File: config.mk
export PLATFORM = sky130hd
export DESIGN_NAME = hdx_cmd_seq
export DESIGN_NICKNAME = d
export VERILOG_FILES = /design/src/rtl/hdx_pkg.sv /design/src/rtl/hdx_seq_fsm.sv /design/src/rtl/hdx_tx_pick.sv /design/src/rtl/hdx_rx_cap.sv /design/src/rtl/hdx_cmd_seq.sv
export SDC_FILE = /design/constraint.sdc
export NUM_CORES = 1
export LEC_CHECK = 0
export ABC_AREA = 1
export CAP_MARGIN = 5
export CORE_UTILIZATION = 53
export CTS_CLUSTER_SIZE = 14
export DETAILED_ROUTE_END_ITERATION = 10
export PLACE_DENSITY = 0.92
export SYNTH_ARGS = -nofsm -noshare
export SYNTH_HDL_FRONTEND = slang
export SYNTH_SLANG_ARGS = --single-unit
File: constraint.sdc
create_clock -name clk -period 4.3 [get_ports clk]
set_clock_uncertainty 0.05 [all_clocks]
set_input_delay 0.43 -clock clk [delete_from_list [all_inputs] [get_ports clk]]
set_output_delay 0.43 -clock clk [all_outputs]
set_load 0.01 [all_outputs]
File: src/rtl/hdx_pkg.sv
package hdx_pkg;
  typedef enum logic [1:0] {
    S_IDLE = 2'd0,
    S_CMD  = 2'd1,
    S_RSP  = 2'd2
  } seq_state_t;

  localparam logic [7:0] FILL_DEFAULT = 8'hFF;
endpackage

File: src/rtl/hdx_seq_fsm.sv
module hdx_seq_fsm
  import hdx_pkg::*;
#(
  parameter int LENW = 4
) (
  input  logic            clk,
  input  logic            rst_n,
  input  logic            req_valid,
  input  logic            req_get,
  input  logic [LENW-1:0] req_len,
  input  logic [LENW-1:0] req_rlen,
  input  logic            fe_done,
  input  logic            fe_err,
  output logic            ready,
  output logic            accept,
  output logic            in_rsp,
  output logic            fe_start,
  output logic [LENW-1:0] fe_len,
  output logic            done,
  output logic            err
);
  seq_state_t      state;
  logic            get_q;
  logic [LENW-1:0] rlen_q;

  assign ready  = (state == S_IDLE);
  assign accept = ready && req_valid;
  assign in_rsp = (state == S_RSP);

  always_ff @(posedge clk) begin
    if (!rst_n) begin
      state    <= S_IDLE;
      get_q    <= 1'b0;
      rlen_q   <= '0;
      fe_start <= 1'b0;
      fe_len   <= '0;
      done     <= 1'b0;
      err      <= 1'b0;
    end else begin
      fe_start <= 1'b0;
      done     <= 1'b0;
      unique case (state)
        S_IDLE: begin
          if (accept) begin
            get_q    <= req_get;
            rlen_q   <= req_rlen;
            fe_len   <= req_len;
            fe_start <= 1'b1;
            err      <= 1'b0;
            state    <= S_CMD;
          end
        end
        S_CMD: begin
          if (fe_done) begin
            if (fe_err) begin
              done  <= 1'b1;
              err   <= 1'b1;
              state <= S_IDLE;
            end else if (get_q) begin
              fe_len   <= rlen_q;
              fe_start <= 1'b1;
              state    <= S_RSP;
            end else begin
              done  <= 1'b1;
              state <= S_IDLE;
            end
          end
        end
        S_RSP: begin
          if (fe_done) begin
            done  <= 1'b1;
            err   <= fe_err;
            state <= S_IDLE;
          end
        end
        default: state <= S_IDLE;
      endcase
    end
  end
endmodule

File: src/rtl/hdx_tx_pick.sv
module hdx_tx_pick #(
  parameter int         MAX_TX = 8,
  parameter int         LENW   = 4,
  parameter logic [7:0] FILL   = 8'hFF
) (
  input  logic                clk,
  input  logic                rst_n,
  input  logic                accept,
  input  logic [MAX_TX*8-1:0] req_bytes,
  input  logic                fe_start,
  input  logic                fe_byte_stb,
  input  logic                in_rsp,
  output logic [LENW-1:0]     idx,
  output logic [7:0]          tx_byte
);
  localparam int TXW = MAX_TX * 8;

  logic [TXW-1:0] pay_q;

  function automatic logic [7:0] lane(input logic [TXW-1:0] p, input logic [LENW-1:0] i);
    logic [7:0] r;
    r = 8'h00;
    for (int k = 0; k < MAX_TX; k++)
      if (LENW'(k) == i) r = p[k*8 +: 8];
    return r;
  endfunction

  always_ff @(posedge clk) begin
    if (!rst_n) begin
      pay_q <= '0;
      idx   <= '0;
    end else begin
      if (accept) pay_q <= req_bytes;
      if (fe_start) idx <= '0;
      else if (fe_byte_stb) idx <= idx + 1'b1;
    end
  end

  assign tx_byte = in_rsp ? FILL : lane(pay_q, idx);
endmodule

File: src/rtl/hdx_rx_cap.sv
module hdx_rx_cap #(
  parameter int RPL_BYTES = 4,
  parameter int LENW      = 4
) (
  input  logic                   clk,
  input  logic                   rst_n,
  input  logic                   accept,
  input  logic                   in_rsp,
  input  logic                   fe_byte_stb,
  input  logic [LENW-1:0]        idx,
  input  logic [7:0]             rx_byte,
  output logic [RPL_BYTES*8-1:0] word
);
  localparam int RW = RPL_BYTES * 8;

  function automatic logic [RW-1:0] merge(input logic [RW-1:0] w, input logic [LENW-1:0] i,
                                          input logic [7:0] b);
    logic [RW-1:0] r;
    r = w;
    for (int k = 0; k < RPL_BYTES; k++)
      if (LENW'(k) == i) r[k*8 +: 8] = b;
    return r;
  endfunction

  always_ff @(posedge clk) begin
    if (!rst_n) word <= '0;
    else if (accept) word <= '0;
    else if (in_rsp && fe_byte_stb) word <= merge(word, idx, rx_byte);
  end
endmodule

File: src/rtl/hdx_cmd_seq.sv
module hdx_cmd_seq #(
  parameter int         MAX_TX    = 8,
  parameter int         RPL_BYTES = 4,
  parameter logic [7:0] FILL      = hdx_pkg::FILL_DEFAULT,
  localparam int        LENW      = $clog2(MAX_TX + 1),
  localparam int        TXW       = MAX_TX * 8,
  localparam int        RW        = RPL_BYTES * 8
) (
  input  logic            clk,
  input  logic            rst_n,
  input  logic            req_valid,
  input  logic            req_get,
  input  logic [LENW-1:0] req_len,
  input  logic [LENW-1:0] req_rlen,
  input  logic [TXW-1:0]  req_bytes,
  output logic            req_ready,
  output logic            rsp_done,
  output logic            rsp_err,
  output logic [RW-1:0]   rsp_word,
  output logic            fe_start,
  output logic [LENW-1:0] fe_len,
  output logic [7:0]      fe_tx_byte,
  input  logic            fe_byte_stb,
  input  logic [7:0]      fe_rx_byte,
  input  logic            fe_done,
  input  logic            fe_err
);
  logic            accept;
  logic            in_rsp;
  logic [LENW-1:0] idx;

  hdx_seq_fsm #(.LENW(LENW)) u_fsm (
    .clk      (clk),
    .rst_n    (rst_n),
    .req_valid(req_valid),
    .req_get  (req_get),
    .req_len  (req_len),
    .req_rlen (req_rlen),
    .fe_done  (fe_done),
    .fe_err   (fe_err),
    .ready    (req_ready),
    .accept   (accept),
    .in_rsp   (in_rsp),
    .fe_start (fe_start),
    .fe_len   (fe_len),
    .done     (rsp_done),
    .err      (rsp_err)
  );

  hdx_tx_pick #(.MAX_TX(MAX_TX), .LENW(LENW), .FILL(FILL)) u_tx (
    .clk        (clk),
    .rst_n      (rst_n),
    .accept     (accept),
    .req_bytes  (req_bytes),
    .fe_start   (fe_start),
    .fe_byte_stb(fe_byte_stb),
    .in_rsp     (in_rsp),
    .idx        (idx),
    .tx_byte    (fe_tx_byte)
  );

  hdx_rx_cap #(.RPL_BYTES(RPL_BYTES), .LENW(LENW)) u_rx (
    .clk        (clk),
    .rst_n      (rst_n),
    .accept     (accept),
    .in_rsp     (in_rsp),
    .fe_byte_stb(fe_byte_stb),
    .idx        (idx),
    .rx_byte    (fe_rx_byte),
    .word       (rsp_word)
  );
endmodule

==> qor.txt <==
Status -> finished, final reports clean
Hold Crit Depth -> 3
Area after DPL -> 6480 um^2
Post-CTS sizing -> 0
Crit-path max cell delay -> 0.58 ns
Reg2Reg Launch Point -> u_fsm.state[1]
Seq/Total Area, Yosys -> 44.4%
Seq pwr share -> 35.0%
Critical Path AT -> 3.29 ns
Die Height -> 100 um
Slowest cell on crit path -> ha_1
Critical Path, Cell by Cell -> inv_1, ha_1, nand3_1, or2_2, nand2_1, nand2_1, nand2_1, nand2_1, clkdlybuf4s50_1
CP max FO -> 18
Final Cycle Share -> 87.6%
Worst Reg2Reg Path Length in Cells -> 8
Yosys warnings -> 0
Area delta synth->final -> 38.2%
H-tree depth -> 4
Vias in the first global route -> 4925
Vias post-DR -> 5307
Most frequent cells in the layout -> 162 x nor2_1, 133 x clkdlybuf4s50_1, 119 x nand2_1
Post-route DRC violation count -> 0
Max Cap Violations -> 0
Mean Syn Cell Area -> 6.81 um^2
Clock transition at path regs -> 0.06 ns
Initial Util -> 55.1%
Clock Latency Late Sink -> 0.52 ns
FF-to-FF setup slack -> 2.25 ns
Cts bufs inserted -> 17
Logic pwr share -> 27.3%
Distinct cells, synth -> 25
Net Count, Synth -> 850
Cts hold-fix bufs -> 0
Leakage -> 3.02 nW
Routed WL -> 14.4 mm
Post-layout instance area -> 7100 um^2
# port buffers -> 134
Root buffer cell -> clkbuf_8
HPWL Detailed -> 9.19 mm
Tmin final -> 3.77 ns
Slew Viols, Final -> 0
Final setup violation count -> 0
Longest Clk Path Bufs -> 2
Hold path startpoint -> rst_n
Hold Crit Class -> in2reg
Antenna Nets Post-Route -> 0
Seq cells post-synth -> 114
Clock sinks -> 114
Width of the die -> 100 um
WL/cell -> 14.2 um
Core footprint -> 9330 um^2
Hold Crit Endpoint -> u_fsm.fe_start
Commonest non-fill, non-tap cell in the layout -> nor2_1
Sw frac -> 32.7%
First-pass GRT wire length -> 23.0 mm
Iter 0 DRT Violations -> 345
Nets -> 967
Antenna violations before repair -> 0
Max Clk Rate -> 0.266 GHz
Total global routing overflow -> 0
Relative slew slack -> 31.2%
Psw -> 1.28 mW
Setup crit start -> u_tx.idx[1]
Die Footprint -> 10100 um^2
Terminus of the critical flop-to-flop path -> u_rx.word[4]
CP most frequent cell -> nand2_1
CP top delay family -> simple AND/OR/NAND/NOR gates
Startpoint Class -> flip-flop
Layout cells sized above 1 -> 6.33%
Max IR drop VDD -> 550 uV
Rows -> 35
Synth Cell Area -> 5140 um^2
Post-CTS Setup Inserts -> 0
# diodes -> 0
RSZ-0062 raised after global routing -> no
Power Density -> 552 nW/um^2
Ports -> 135
TNS Setup -> 0 ns
Final GP Congestion -> 0.934
CP bufs+invs -> 2
Final Hold Fails -> 0
Via density -> 5.23
CTS tree -> yes
Largest net degree at the start of global routing -> 87
Cell-internal power -> 2.64 mW
Worst EP required -> 3.82 ns
Crit. End Element -> output pin
Clk network pwr share -> 37.7%
WS Path Type -> reg2out
Total iterations of the first detailed-routing run -> 8
Gr usage total -> 29.0%
Mapped Cells -> 755
Worst-Margin Slew -> 1.03 ns
[power groups by stage]
stage	clock (mW)	sequential [mW]	combinational, mW
after floorplan	0	1.37	0.654
after global placement	0	1.38	1.02
after detailed placement	0	1.39	1.04
after CTS	1.48	1.37	1.06
after global routing	1.54	1.39	1.20
final	1.48	1.37	1.07
[worst reg2reg max path: stages (launching register included)]
cell and delay, ns:
dfxtp_1 0.33, inv_1 0.11, ha_1 0.25, nand2_2 0.08, inv_2 0.51, nor2_1 0.14
buf_4 0.26, o21ai_0 0.12, a21oi_1 0.07
[cells in the mapped netlist (all sizes together)]
| master | number | share of area, % |
|---|---|---|
| nand3 | 29 | 3.1 |
| inv | 88 | 6.4 |
| nand2 | 122 | 9.1 |
| clkinv | 1 | 0.073 |
| or2 | 8 | 0.97 |
| o21ai | 124 | 12 |
| a21oi | 46 | 4.5 |
| a31oi | 5 | 0.61 |
| clkbuf | 24 | 1.8 |
| nor3 | 4 | 0.39 |
| nor4 | 1 | 0.12 |
| dfxtp | 114 | 44 |
| nor2 | 165 | 13 |
| ha | 8 | 1.9 |
| buf | 16 | 1.9 |
[layout make-up]
class | count | area (um^2)
Multi-Input combinational cell | 512 | 2340
Sequential cell | 114 | 2280
Fill cell | 637 | 2220
Timing Repair Buffer | 138 | 1370
Clock buffer | 17 | 414
Inverter | 89 | 334
Clock inverter | 15 | 205
Tap cell | 129 | 161
[cells by family after synthesis]
logic type                 after synthesis  share of synthesized area [%]
DFF                                    114                           44.4
AOI/OAI and AO/OA                      175                           17.2
buffers and inverters                  129                           10.1
adders and majority gates                8                           1.95
and+or+nand+nor                        329                           26.4
[stage by stage]
stage | total power, mW | utilization, % | instances | hold WS (ns) | setup slack [ns]
2_1_floorplan | 2.02 | - | 755 | 0.375 | 2.30
3_3_place_gp | 2.40 | 69.5 | 982 | 0.380 | 1.27
3_5_place_dp | 2.42 | 69.5 | 982 | 0.383 | 1.20
4_1_cts | 3.91 | 76.2 | 1014 | 0.178 | 0.558
5_1_grt | 4.13 | 76.2 | 1014 | 0.225 | 0.313
6_report | 3.92 | 76.2 | 1014 | 0.190 | 0.534
[how the worst max path moves through the flow]
stage	end	slack, ns	depth (start not counted)
after floorplan	fe_tx_byte[2]	2.30	15
after global placement	fe_tx_byte[2]	1.27	9
after detailed placement	fe_tx_byte[4]	1.20	9
after CTS	fe_tx_byte[7]	0.56	9
after global routing	fe_tx_byte[2]	0.31	9
final	fe_tx_byte[7]	0.53	9
[per-layer routing]
metal,share of wire (%),vias to the layer above,track usage [%]
li1,-,2615,-
met1,40,2391,34.1
met2,50,274,51.2
met3,8.2,27,7.49
met4,2.1,0,10.3
met5,0,-,0
[sequential cells by signal, indices dropped and copies added (netlist names)]
name and cells:
u_fsm.done 1, u_fsm.err 1, u_fsm.fe_len 4, u_fsm.fe_start 1, u_fsm.get_q 1, u_fsm.rlen_q 4
u_fsm.state 2, u_rx.word 32, u_tx.idx 4, u_tx.pay_q 64
No activity file was read; power rests on OpenSTA's default activity.
